--- src/rtl/eps_pkg.sv ---
package eps_pkg;

    typedef enum logic [1:0] {
        ST_IDLE,
        ST_TRACK,
        ST_ADVANCE
    } sched_state_t;

    // Circular membership of index i in [first, last); has marks a non-empty range,
    // so first == last with has set means the whole table.
    function automatic logic in_range(input int i, input int first, input int last, input logic has);
        if (!has) return 1'b0;
        if (first < last) return (i >= first) && (i < last);
        return (i >= first) || (i < last);
    endfunction

endpackage

--- src/rtl/eps_level_fsm.sv ---
module eps_level_fsm
    import eps_pkg::*;
(
    input  logic clk,
    input  logic rst_n,
    input  logic any_closed,
    input  logic all_ready,
    output logic step
);

    sched_state_t state_q, state_d;

    always_ff @(posedge clk) begin
        if (!rst_n) state_q <= ST_IDLE;
        else        state_q <= state_d;
    end

    always_comb begin
        state_d = state_q;
        unique case (state_q)
            ST_IDLE:    if (any_closed) state_d = ST_TRACK;
            ST_TRACK: begin
                if (!any_closed)    state_d = ST_IDLE;
                else if (all_ready) state_d = ST_ADVANCE;
            end
            ST_ADVANCE: state_d = ST_TRACK;
            default:    state_d = ST_IDLE;
        endcase
    end

    always_comb begin
        step = (state_q == ST_ADVANCE);
    end

    assert_step_when_ready_R5: assert property (@(posedge clk) disable iff (!rst_n)
        (state_q == ST_ADVANCE) |-> $past(all_ready && any_closed));

endmodule

--- src/rtl/eps_persist_table.sv ---
module eps_persist_table
    import eps_pkg::*;
#(
    parameter int NUM_EPOCHS = 2,
    parameter int PT_DEPTH   = 64,
    parameter int LEVELS     = 4,
    parameter int PT_W       = 6,
    parameter int LVL_W      = 3
) (
    input  logic                                 clk,
    input  logic                                 rst_n,
    input  logic                                 alloc_fire,
    input  logic [PT_W-1:0]                      alloc_idx,
    input  logic                                 done_valid,
    input  logic [PT_W-1:0]                      done_idx,
    input  logic [NUM_EPOCHS-1:0]                ep_valid,
    input  logic [NUM_EPOCHS-1:0]                ep_has,
    input  logic [NUM_EPOCHS-1:0][PT_W-1:0]      ep_first,
    input  logic [NUM_EPOCHS-1:0][PT_W-1:0]      ep_last,
    input  logic [NUM_EPOCHS-1:0][LVL_W-1:0]     ep_grant,
    output logic [PT_DEPTH-1:0]                  go,
    output logic [NUM_EPOCHS-1:0]                ep_busy,
    output logic                                 persist_done_valid,
    output logic [PT_W-1:0]                      persist_done_idx
);

    // next level each persist must update; 0 once past the root
    logic [LVL_W-1:0] lvl_q [PT_DEPTH];
    logic             accept;

    always_comb begin
        go      = '0;
        ep_busy = '0;
        for (int i = 0; i < PT_DEPTH; i++) begin
            for (int e = 0; e < NUM_EPOCHS; e++) begin
                if (ep_valid[e] && in_range(i, int'(ep_first[e]), int'(ep_last[e]), ep_has[e])) begin
                    if (lvl_q[i] == ep_grant[e]) go[i] = 1'b1;
                    if (lvl_q[i] >= ep_grant[e]) ep_busy[e] = 1'b1;
                end
            end
        end
    end

    assign accept = done_valid && go[done_idx];

    always_ff @(posedge clk) begin
        if (!rst_n) begin
            for (int i = 0; i < PT_DEPTH; i++) lvl_q[i] <= '0;
            persist_done_valid <= 1'b0;
            persist_done_idx   <= '0;
        end else begin
            if (alloc_fire) lvl_q[alloc_idx] <= LVL_W'(LEVELS);
            if (accept)     lvl_q[done_idx]  <= lvl_q[done_idx] - LVL_W'(1);
            persist_done_valid <= accept && (lvl_q[done_idx] == LVL_W'(1));
            persist_done_idx   <= done_idx;
        end
    end

    assert_root_done_pulse_R7: assert property (@(posedge clk) disable iff (!rst_n)
        (done_valid && go[done_idx] && lvl_q[done_idx] == LVL_W'(1)) |=> persist_done_valid);

    assert_unauth_ignored_R11: assert property (@(posedge clk) disable iff (!rst_n)
        (done_valid && !go[done_idx]) |=> !persist_done_valid);

endmodule

--- src/rtl/eps_epoch_table.sv ---
module eps_epoch_table #(
    parameter int NUM_EPOCHS = 2,
    parameter int PT_DEPTH   = 64,
    parameter int LEVELS     = 4,
    parameter int EID_W      = 6,
    parameter int PT_W       = 6,
    parameter int LVL_W      = 3,
    parameter int EP_W       = 1,
    parameter int CNT_W      = 2,
    parameter int PCNT_W     = 7
) (
    input  logic                             clk,
    input  logic                             rst_n,
    input  logic                             alloc_valid,
    input  logic                             fence_valid,
    input  logic                             step,
    input  logic [NUM_EPOCHS-1:0]            ep_busy,
    output logic                             alloc_ready,
    output logic                             alloc_fire,
    output logic [PT_W-1:0]                  alloc_idx,
    output logic [EID_W-1:0]                 alloc_eid,
    output logic                             fence_ready,
    output logic [NUM_EPOCHS-1:0]            ep_valid,
    output logic [NUM_EPOCHS-1:0]            ep_has,
    output logic [NUM_EPOCHS-1:0][PT_W-1:0]  ep_first,
    output logic [NUM_EPOCHS-1:0][PT_W-1:0]  ep_last,
    output logic [NUM_EPOCHS-1:0][LVL_W-1:0] ep_grant,
    output logic                             any_closed,
    output logic                             all_ready,
    output logic                             epoch_done_valid,
    output logic [EID_W-1:0]                 epoch_done_eid
);

    localparam logic [LVL_W-1:0] UNGRANTED = LVL_W'(LEVELS + 1);

    logic [NUM_EPOCHS-1:0]             v_q, closed_q, has_q;
    logic [NUM_EPOCHS-1:0][EID_W-1:0]  eid_q;
    logic [NUM_EPOCHS-1:0][PT_W-1:0]   first_q, last_q;
    logic [NUM_EPOCHS-1:0][LVL_W-1:0]  grant_q, grant_nx;
    logic [EP_W-1:0]                   head_q, youngest, new_slot, e_c;
    logic [CNT_W-1:0]                  cnt_q;
    logic [EID_W-1:0]                  gctr_q;
    logic [PT_W-1:0]                   tail_q, span;
    logic [PCNT_W-1:0]                 used_q, freed;
    logic                              open_exists, room, fence_fire, retire, create;
    logic                              prev_live;
    logic [LVL_W-1:0]                  prev_g, cand;

    assign youngest    = head_q + EP_W'(cnt_q - CNT_W'(1));
    assign new_slot    = head_q + EP_W'(cnt_q);
    assign open_exists = (cnt_q != '0) && v_q[youngest] && !closed_q[youngest];
    assign room        = (cnt_q < CNT_W'(NUM_EPOCHS));
    assign alloc_ready = (used_q < PCNT_W'(PT_DEPTH)) && (open_exists || room);
    assign fence_ready = open_exists || room;
    assign alloc_fire  = alloc_valid && alloc_ready;
    assign fence_fire  = fence_valid && fence_ready;
    assign create      = !open_exists && (alloc_fire || fence_fire);
    assign alloc_idx   = tail_q;
    assign alloc_eid   = open_exists ? eid_q[youngest] : gctr_q;

    assign ep_valid = v_q;
    assign ep_has   = has_q;
    assign ep_first = first_q;
    assign ep_last  = last_q;
    assign ep_grant = grant_q;

    always_comb begin
        any_closed = 1'b0;
        all_ready  = 1'b1;
        for (int e = 0; e < NUM_EPOCHS; e++) begin
            if (v_q[e] && closed_q[e]) begin
                any_closed = 1'b1;
                if (ep_busy[e]) all_ready = 1'b0;
            end
        end
    end

    // level hand-off, walked from the oldest entry toward the youngest
    always_comb begin
        grant_nx  = grant_q;
        retire    = 1'b0;
        prev_live = 1'b0;
        prev_g    = '0;
        cand      = '0;
        e_c       = '0;
        for (int k = 0; k < NUM_EPOCHS; k++) begin
            e_c = EP_W'(int'(head_q) + k);
            if (k < int'(cnt_q) && v_q[e_c] && closed_q[e_c]) begin
                if (k == 0 && (grant_q[e_c] == LVL_W'(1) || !has_q[e_c])) begin
                    retire = 1'b1;
                end else begin
                    cand = grant_q[e_c] - LVL_W'(1);
                    if (prev_live && cand <= prev_g) cand = grant_q[e_c];
                    grant_nx[e_c] = cand;
                    prev_g        = cand;
                    prev_live     = 1'b1;
                end
            end
        end
    end

    assign span  = last_q[head_q] - first_q[head_q];
    assign freed = !has_q[head_q] ? '0 : (span == '0) ? PCNT_W'(PT_DEPTH) : PCNT_W'(span);

    always_ff @(posedge clk) begin
        if (!rst_n) begin
            v_q <= '0; closed_q <= '0; has_q <= '0;
            eid_q <= '0; first_q <= '0; last_q <= '0; grant_q <= '0;
            head_q <= '0; cnt_q <= '0; gctr_q <= '0; tail_q <= '0; used_q <= '0;
            epoch_done_valid <= 1'b0;
            epoch_done_eid   <= '0;
        end else begin
            epoch_done_valid <= 1'b0;
            if (step) begin
                grant_q <= grant_nx;
                if (retire) begin
                    v_q[head_q]      <= 1'b0;
                    head_q           <= head_q + EP_W'(1);
                    epoch_done_valid <= 1'b1;
                    epoch_done_eid   <= eid_q[head_q];
                end
            end
            if (open_exists) begin
                if (alloc_fire) begin
                    last_q[youngest] <= last_q[youngest] + PT_W'(1);
                    has_q[youngest]  <= 1'b1;
                end
                if (fence_fire) closed_q[youngest] <= 1'b1;
            end else if (create) begin
                v_q[new_slot]      <= 1'b1;
                closed_q[new_slot] <= fence_fire;
                has_q[new_slot]    <= alloc_fire;
                eid_q[new_slot]    <= gctr_q;
                first_q[new_slot]  <= tail_q;
                last_q[new_slot]   <= tail_q + PT_W'(alloc_fire);
                grant_q[new_slot]  <= UNGRANTED;
                gctr_q             <= gctr_q + EID_W'(1);
            end
            cnt_q  <= cnt_q + CNT_W'(create) - CNT_W'(step && retire);
            tail_q <= tail_q + PT_W'(alloc_fire);
            used_q <= used_q + PCNT_W'(alloc_fire) - ((step && retire) ? freed : '0);
        end
    end

    assert_no_overflow_R9: assert property (@(posedge clk) disable iff (!rst_n)
        cnt_q <= CNT_W'(NUM_EPOCHS));

    for (genvar a = 0; a < NUM_EPOCHS; a++) begin : g_ent
        assert_open_ungranted_R3: assert property (@(posedge clk) disable iff (!rst_n)
            (v_q[a] && !closed_q[a]) |-> (grant_q[a] == UNGRANTED));
        for (genvar b = a + 1; b < NUM_EPOCHS; b++) begin : g_pair
            assert_level_exclusive_R6: assert property (@(posedge clk) disable iff (!rst_n)
                (v_q[a] && v_q[b] && closed_q[a] && closed_q[b] && grant_q[a] <= LVL_W'(LEVELS))
                |-> (grant_q[a] != grant_q[b]));
        end
    end

endmodule

--- src/rtl/epoch_ooo_sched.sv ---
module epoch_ooo_sched #(
    parameter int NUM_EPOCHS = 2,   // power of two
    parameter int PT_DEPTH   = 64,  // power of two
    parameter int LEVELS     = 4,
    parameter int EID_W      = 6,
    localparam int PT_W      = $clog2(PT_DEPTH)
) (
    input  logic                clk,
    input  logic                rst_n,
    input  logic                alloc_valid,
    output logic                alloc_ready,
    output logic [PT_W-1:0]     alloc_idx,
    output logic [EID_W-1:0]    alloc_eid,
    input  logic                fence_valid,
    output logic                fence_ready,
    input  logic                node_done_valid,
    input  logic [PT_W-1:0]     node_done_idx,
    output logic [PT_DEPTH-1:0] pt_go,
    output logic                persist_done_valid,
    output logic [PT_W-1:0]     persist_done_idx,
    output logic                epoch_done_valid,
    output logic [EID_W-1:0]    epoch_done_eid
);

    localparam int LVL_W  = $clog2(LEVELS + 2);
    localparam int EP_W   = (NUM_EPOCHS > 1) ? $clog2(NUM_EPOCHS) : 1;
    localparam int CNT_W  = $clog2(NUM_EPOCHS + 1);
    localparam int PCNT_W = $clog2(PT_DEPTH + 1);

    logic                             alloc_fire, step, any_closed, all_ready;
    logic [NUM_EPOCHS-1:0]            ep_valid, ep_has, ep_busy;
    logic [NUM_EPOCHS-1:0][PT_W-1:0]  ep_first, ep_last;
    logic [NUM_EPOCHS-1:0][LVL_W-1:0] ep_grant;

    eps_epoch_table #(
        .NUM_EPOCHS(NUM_EPOCHS), .PT_DEPTH(PT_DEPTH), .LEVELS(LEVELS), .EID_W(EID_W),
        .PT_W(PT_W), .LVL_W(LVL_W), .EP_W(EP_W), .CNT_W(CNT_W), .PCNT_W(PCNT_W)
    ) u_epochs (
        .clk(clk), .rst_n(rst_n),
        .alloc_valid(alloc_valid), .fence_valid(fence_valid), .step(step), .ep_busy(ep_busy),
        .alloc_ready(alloc_ready), .alloc_fire(alloc_fire), .alloc_idx(alloc_idx),
        .alloc_eid(alloc_eid), .fence_ready(fence_ready),
        .ep_valid(ep_valid), .ep_has(ep_has), .ep_first(ep_first), .ep_last(ep_last),
        .ep_grant(ep_grant), .any_closed(any_closed), .all_ready(all_ready),
        .epoch_done_valid(epoch_done_valid), .epoch_done_eid(epoch_done_eid)
    );

    eps_persist_table #(
        .NUM_EPOCHS(NUM_EPOCHS), .PT_DEPTH(PT_DEPTH), .LEVELS(LEVELS),
        .PT_W(PT_W), .LVL_W(LVL_W)
    ) u_persists (
        .clk(clk), .rst_n(rst_n),
        .alloc_fire(alloc_fire), .alloc_idx(alloc_idx),
        .done_valid(node_done_valid), .done_idx(node_done_idx),
        .ep_valid(ep_valid), .ep_has(ep_has), .ep_first(ep_first), .ep_last(ep_last),
        .ep_grant(ep_grant), .go(pt_go), .ep_busy(ep_busy),
        .persist_done_valid(persist_done_valid), .persist_done_idx(persist_done_idx)
    );

    eps_level_fsm u_fsm (
        .clk(clk), .rst_n(rst_n),
        .any_closed(any_closed), .all_ready(all_ready), .step(step)
    );

endmodule

--- config.mk ---
export PLATFORM = sky130hd
export DESIGN_NAME = epoch_ooo_sched
export DESIGN_NICKNAME = d
export VERILOG_FILES = /design/src/rtl/eps_pkg.sv /design/src/rtl/eps_level_fsm.sv /design/src/rtl/eps_persist_table.sv /design/src/rtl/eps_epoch_table.sv /design/src/rtl/epoch_ooo_sched.sv
export SDC_FILE = /design/constraint.sdc
export NUM_CORES = 2
export LEC_CHECK = 0
export BUFFER_PORTS_ARGS = -buffer_cell sky130_fd_sc_hd__buf_2
export CORE_MARGIN = 8
export CORE_UTILIZATION = 35
export DETAILED_ROUTE_END_ITERATION = 10
export PLACE_DENSITY = 0.57
export SLEW_MARGIN = 0
export SYNTH_ARGS = -nofsm -noshare
export SYNTH_HDL_FRONTEND = slang
export SYNTH_SLANG_ARGS = --single-unit
--- constraint.sdc ---
create_clock -name clk -period 8.48 [get_ports clk]
set_input_delay 1.696 -clock clk [delete_from_list [all_inputs] [get_ports clk]]
set_output_delay 1.696 -clock clk [all_outputs]
set_load 0.1 [all_outputs]
After elaboration in Yosys (flattened, before gate mapping)
Memories as Yosys holds them, arrays and structs flattened. Index checks and enable logic that the tools add are counted.

Add/subtract/negate cells: 16. Order comparisons: 396. Equal/unequal tests: 136. Muxes and demuxes: 1013. Bitwise operators: 9. Reduce and logical (&&, ||, !) cells: 418.

Operator list (number): 1-bit 2-to-1 mux (940); 3-bit equality test (128); 3-bit greater-or-equal comparator (128); 6-bit greater-or-equal comparator (first input constant) (62); 6-bit less-than comparator (first input constant) (62); 1-bit logical AND (274); 5-bit by 6-bit greater-or-equal comparator with 1-bit output (first input constant) (32); 5-bit by 6-bit less-than comparator with 1-bit output (first input constant) (32); 6-bit 2-to-1 mux (22); 1-bit logical OR (129); 4-bit by 6-bit greater-or-equal comparator with 1-bit output (first input constant) (16); 4-bit by 6-bit less-than comparator with 1-bit output (first input constant) (16); 12-bit bitwise mux (4); 3-bit by 6-bit greater-or-equal comparator with 1-bit output (first input constant) (8); 3-bit by 6-bit less-than comparator with 1-bit output (first input constant) (8); 3-bit 2-to-1 mux (13); 12-bit 2-to-1 mux (3); 2-bit 2-to-1 mux (14); 1-bit by 6-bit greater-or-equal comparator with 1-bit output (first input constant) (4); 2-bit by 6-bit greater-or-equal comparator with 1-bit output (first input constant) (4); 1-bit by 6-bit less-than comparator with 1-bit output (first input constant) (4); 2-bit by 6-bit less-than comparator with 1-bit output (first input constant) (4); 7-bit 2-to-1 mux (3); 6-bit by 1-bit adder with 6-bit output (second input constant) (2); other kinds (42) (76).

Register bits: 86. Bits in writable memories: 192. Input bits: 11. Output and inout bits: 92. Word-level logic and storage cells: 2010. Memories: 1.

Memory list: u_persists.lvl_q (words 64, bits a word 3, rd ports 65, clocked after Yosys merged registers in 0, wr ports 64, line eps_persist_table.sv:28) `logic [LVL_W-1:0] lvl_q [PT_DEPTH];`.

Depth between registers and ports, before layout
Depth after elaboration: 140. Mapped depth: 21. Gate-level depth less buffers: 17.

Hierarchy
Synthesis repeated with hierarchy kept, for this count alone.

Cells, all modules: 3496. Area, all modules: 29793.6 um2.

By module, submodules not included: eps_persist_table (times used 1, cells an instance 2918, area each 24980.2 um2, seq. area each 5905.7 um2); eps_epoch_table (times used 1, cells an instance 571, area each 4742.0 um2, seq. area each 1541.5 um2); eps_level_fsm (times used 1, cells an instance 7, area each 71.3 um2, seq. area each 40.0 um2).

Worst setup path before layout
OpenSTA, ideal clock, no wires.

Kind: register -> register. Start point: register u_epochs.last_q (netlist bit u_epochs.ep_last[10]). End point: memory u_persists.lvl_q[8][0], enable pin. Data arrival time: 6.476 ns. Required time: 8.146 ns. Path slack: 1.671 ns. Cell stages (with the launch flop): 16. Path buffers: 5. Period minus slack after synthesis: 6.809 ns. Cells stage by stage: dfxtp_1 > clkbuf_1 > clkbuf_1 > inv_1 > ha_1 > nand4_1 > o21a_1 > buf_2 > maj3_1 > o32ai_1 > o22ai_1 > or4_1 > or4b_1 > clkbuf_1 > clkbuf_1 > o211ai_1.

RTL lines: from (decl) (line eps_epoch_table.sv:38) `logic [NUM_EPOCHS-1:0][PT_W-1:0] first_q, last_q;`; from (signal, indexed assignment) (line eps_epoch_table.sv:125) `last_q[youngest] <= last_q[youngest] + PT_W'(1);`; from (signal, indexed assignment) (line eps_epoch_table.sv:135) `last_q[new_slot] <= tail_q + PT_W'(alloc_fire);`; to (decl) (line eps_persist_table.sv:28).

Worst setup path after layout
Start point: register u_epochs.last_q (netlist bit u_epochs.ep_last[2]). End point: output port pt_go[22].

Longest elaborated chain between the ends: 9. Elaborated cells on any way between the ends: 13.

RTL lines: 6-bit less-than comparator or 5-bit by 6-bit less-than comparator with 1-bit output (tied branches) (line eps_pkg.sv:13, eps_pkg.sv:14); 1-bit 2-to-1 mux or 1-bit logical AND (tied branches) (line eps_pkg.sv:13) `if (first < last) return (i >= first) && (i < last);`; 1-bit 2-to-1 mux (line eps_pkg.sv:13); 1-bit 2-to-1 mux (*) (line eps_pkg.sv:14) `return (i >= first) || (i < last);`; 1-bit 2-to-1 mux (*) (line eps_pkg.sv:13); 1-bit logical AND (*) (line eps_persist_table.sv:36) `if (ep_valid[e] && in_range(i, int'(ep_first[e]), int'(ep_last[e]), ep_has[e])) begin`; 1-bit 2-to-1 mux (*) (line eps_persist_table.sv:36); 1-bit 2-to-1 mux (line eps_persist_table.sv:37) `if (lvl_q[i] == ep_grant[e]) go[i] = 1'b1;`; 1-bit 2-to-1 mux (*) (line eps_persist_table.sv:36); to (decl) (line epoch_ooo_sched.sv:18) `output logic [PT_DEPTH-1:0] pt_go,`.

Every way passes the cells marked *; elsewhere a longest branch is shown, timed or not. The select of a mux whose other input is x is not followed.

==> results.sh <==
export IMPL_max_freq_mhz=149.8
export IMPL_syn_area_um2=28600
export IMPL_cts_inserted_buffers=35
export IMPL_ant_nets=0
export IMPL_clkTransAtPathRegs_ns=0.06
export IMPL_cpMostUsedCell="inv_1"
export IMPL_worst_clock_skew_ns=0.02883
export IMPL_yosysWarnings=0
export IMPL_cts_resized=0
export IMPL_drcViolationCount=0
export IMPL_rrSetupSlack_ns=1.97
export IMPL_top_layer="met5"
export IMPL_startpoint_type="flop"
export IMPL_synth_fp_nets=3880
export IMPL_fin_cells=4550
export IMPL_drt_iter0_drc=5005
export IMPL_row_count=105
export IMPL_finalSetupViolCount=0
export IMPL_wl_met1_um=55990
export IMPL_core_um2=81450
export IMPL_setup_tns_ns=0
export IMPL_fin_crit_sh=0.7870
export IMPL_cp_end_kind="primary output"
export IMPL_synth_seq_area_share=0.2618
export IMPL_fin_hold_ws_ns=0.4822
export IMPL_grt_pass1_vias=27420
export IMPL_place_port_buffers=102
export IMPL_holdPathEnd="u_epochs.eid_q[5]"
export IMPL_nFillCells=8376
export IMPL_max_slew_margin_rel=0.06165
export IMPL_clk_latency_ns=0.58
export IMPL_fp_dieH_um=301.8
export IMPL_die_w_um=301.8
export IMPL_hp_class="reg -> reg"
export IMPL_cellLeakagePower_nw=12.70
export IMPL_r2r_cells=12
export IMPL_drt_first_pass_iters=9
export IMPL_regToRegStartpoint="u_epochs.ep_last[2]"
export IMPL_p_per_area_nw_per_um2=275.3
export IMPL_fin_ws_ns=1.806
export IMPL_synthTopCellsByArea="edfxtp_1 20%, ha_1 19%, dfxtp_1 6.0%, a21oi_1 4.4%, nand2_1 4.0%"
export IMPL_met2_wirelength_um=58910
export IMPL_crit_chain="inv_1 -> ha_1 -> nand4_1 -> o21ai_2 -> o21ai_0 -> a31oi_1 -> a41oi_1 -> inv_1 -> buf_2"
export IMPL_cp_num_buf_inv=3
export IMPL_dr_wl_met3_um=20010
export IMPL_grt_start_max_net_pins=95
export IMPL_rsz0062_at_grt="false"
export IMPL_maxCapViolCount=0
export IMPL_via_per_inst=6.576
export IMPL_synth_top_area_frac=0.2016
export IMPL_synthFlopType="edfxtp_1"
export IMPL_tightest_slew_ns=1.390
export IMPL_cp_slowest_cell="a31oi_1"
export IMPL_crit_arrival_ns=4.98
export IMPL_yosysMostFrequentCell="ha_1"
export IMPL_synth_top_area_cell="edfxtp_1"
export IMPL_async_reset_ff_frac=0
export IMPL_dp_cells=4480
export IMPL_crit_fanout=15
export IMPL_areaGrowthSynthToFinish_pct=10.14
export IMPL_initial_utilization=0.3511
export IMPL_slowest_delay_ns=0.87
export IMPL_wl_per_cell_um=32.19
export IMPL_grt_pass1_wl_um=204400
export IMPL_drive_gt1_frac=0.08237
export IMPL_routed_wl_um=146500
export IMPL_ctsHoldBuffers=0
export IMPL_syn_instance_count=3442
export IMPL_crit_type="reg -> out"
export IMPL_clock_sinks=278
export IMPL_grt_ovfl_total=0
export IMPL_ir_drop_mv=0.1284
export IMPL_htreeDepth=2
export IMPL_cts_tree="done"
export IMPL_antenna_found_initial=12
export IMPL_r2r_end="u_persists.lvl_q[11][0]"
export IMPL_ys_ff_latch=278
export IMPL_synth_common_cells="425 x ha_1, 304 x nand2_1, 287 x nor2_1, 252 x a21oi_1, 192 x edfxtp_1"
export IMPL_placed_area_um2=30290
export IMPL_holdPathStages=2
export IMPL_crit_required_ns=6.78
export IMPL_ios=103
export IMPL_die_area_um2=91100
export IMPL_outcome="finished clean"
export IMPL_design_area_um2=31500
export IMPL_vias=29920
export IMPL_synth_distinct_cells=82
export IMPL_finalHoldViolCount=0
export IMPL_grtUsageTotal=0.3087
export IMPL_synth_edf_count=192
export IMPL_dp_hpwl_um=111300
export IMPL_worstHoldStart="u_epochs.eid_q[5]"
export IMPL_period_needed_ns=6.674
export IMPL_avgSynthCellArea_um2=8.308
export IMPL_place_ws_ns=2.145
export IMPL_multi_input_area_um2=19890
export IMPL_clk_path_buf_depth=3
export IMPL_post_cts_buffers=0
export IMPL_drv_slew=0
export IMPL_fin_nets=3885
export IMPL_final_seq_area_um2=7496
export IMPL_routabilityCongestion=1.106
export IMPL_path_delay_family="compound AO/OA/AOI/OAI gates"
export IMPL_cts_root_buf="clkbuf_16"
-- flip-flops by register name, summed over array words and instances (netlist names) --
name,cells
u_persists.lvl_q,192
u_epochs.eid_q,12
u_epochs.ep_first,12
u_epochs.ep_last,12
u_epochs.used_q,7
u_epochs.alloc_idx,6
u_epochs.ep_grant,6
u_epochs.epoch_done_eid,6
u_epochs.gctr_q,6
u_persists.persist_done_idx,6
u_epochs.closed_q,2
u_epochs.cnt_q,2
u_epochs.ep_has,2
u_epochs.ep_valid,2
u_fsm.state_q,2
u_epochs.epoch_done_valid,1
u_epochs.head_q,1
u_persists.persist_done_valid,1
-- per-layer routing --
| metal | global-route usage | vias to the layer above |
|---|---|---|
| met4 | 0.1921 | 10 |
| met1 | 0.3973 | 14190 |
| met5 | 0 | - |
| li1 | - | 13000 |
| met2 | 0.4465 | 2200 |
| met3 | 0.09628 | 525 |
-- metrics by stage --
step	total power, mW	util
3_5_place_dp	6.813	0.3718
3_3_place_gp	6.813	0.3718
2_1_floorplan	4.790	-
4_1_cts	8.390	0.3864
6_report	8.670	0.3867
5_1_grt	8.901	0.3864
-- cells by family (layout without fill, tap and decap cells) --
logic type      count (synthesis)  in the layout  synth area share
flops                         278            278            0.2618
fa+ha+maj                     489            489            0.2091
compound gates                989            989            0.2292
buf+inv                       332            362           0.04432
mux                            95             95           0.03347
xor+xnor                       36             36           0.01103
other cells                     0              8                 0
simple gates                 1223           1223            0.2111
-- how the worst max path moves through the flow --
stage / slack (ns) / cells past startpoint / startpoint / endpoint
final: 1.81 / 9 / u_epochs.ep_last[2] / pt_go[22]
after global routing: 1.85 / 7 / u_epochs.ep_last[8] / pt_go[36]
after CTS: 1.92 / 8 / u_epochs.ep_last[2] / pt_go[30]
after detailed placement: 2.14 / 12 / node_done_idx[0] / u_persists.lvl_q[58][0]
after global placement: 2.13 / 12 / node_done_idx[0] / u_persists.lvl_q[8][0]
after floorplan: 1.67 / 15 / u_epochs.ep_last[10] / u_persists.lvl_q[8][0]
-- layout make-up --
type / count / area share
Antenna cell: 8 / 0.0006356
Clock buffer: 52 / 0.03305
Clock inverter: 10 / 0.004648
Inverter: 120 / 0.01430
Tap cell: 1070 / 0.04251
Multi-Input combinational cell: 2832 / 0.6316
Sequential cell: 278 / 0.2380
Timing Repair Buffer: 180 / 0.03528
-- placed cells by master, fill, tap and decap left out, drive strengths merged, types with 17 or more instances in the layout --
cell | synthesis | layout
a221oi | 17 | 17
nor2 | 287 | 287
nand4 | 102 | 102
nor2b | 30 | 30
ha | 425 | 425
buf | 44 | 180
nand3 | 137 | 137
o21a | 21 | 21
dfxtp | 86 | 86
clkbuf | 168 | 52
mux2i | 90 | 90
o22ai | 100 | 100
o211a | 17 | 17
a21oi | 252 | 252
a21boi | 36 | 36
a21o | 143 | 143
o221ai | 25 | 25
and3 | 30 | 30
a22oi | 62 | 62
or3 | 19 | 19
edfxtp | 192 | 192
nor3 | 54 | 54
nand2 | 305 | 305
o211ai | 47 | 47
inv | 118 | 120
nand2b | 139 | 139
xnor2 | 26 | 26
maj3 | 62 | 62
o21ai | 132 | 132
and2 | 47 | 47
a31oi | 24 | 24
-- worst register-to-register path, stage by stage, from the launching register on --
cell and delay [ns]:
dfxtp_1 0.79, inv_1 0.30, ha_1 0.36, nand4_1 0.31
o21ai_2 0.57, o21ai_0 0.18, a31oi_1 0.87, a41oi_1 0.45
a311o_1 0.48, a2111o_1 0.38, nor4b_4 0.65, nand2_2 0.64
nor3_1 0.33
-- where the power goes --
| group | internal [mW] | switching [mW] | leakage (nW) |
|---|---|---|---|
| Sequential | 1.56 | 0.217 | 2.69 |
| Combinational | 1.53 | 3.78 | 9.43 |
| Clock | 0.944 | 0.634 | 0.581 |
Power figures use the tool's default switching activity.
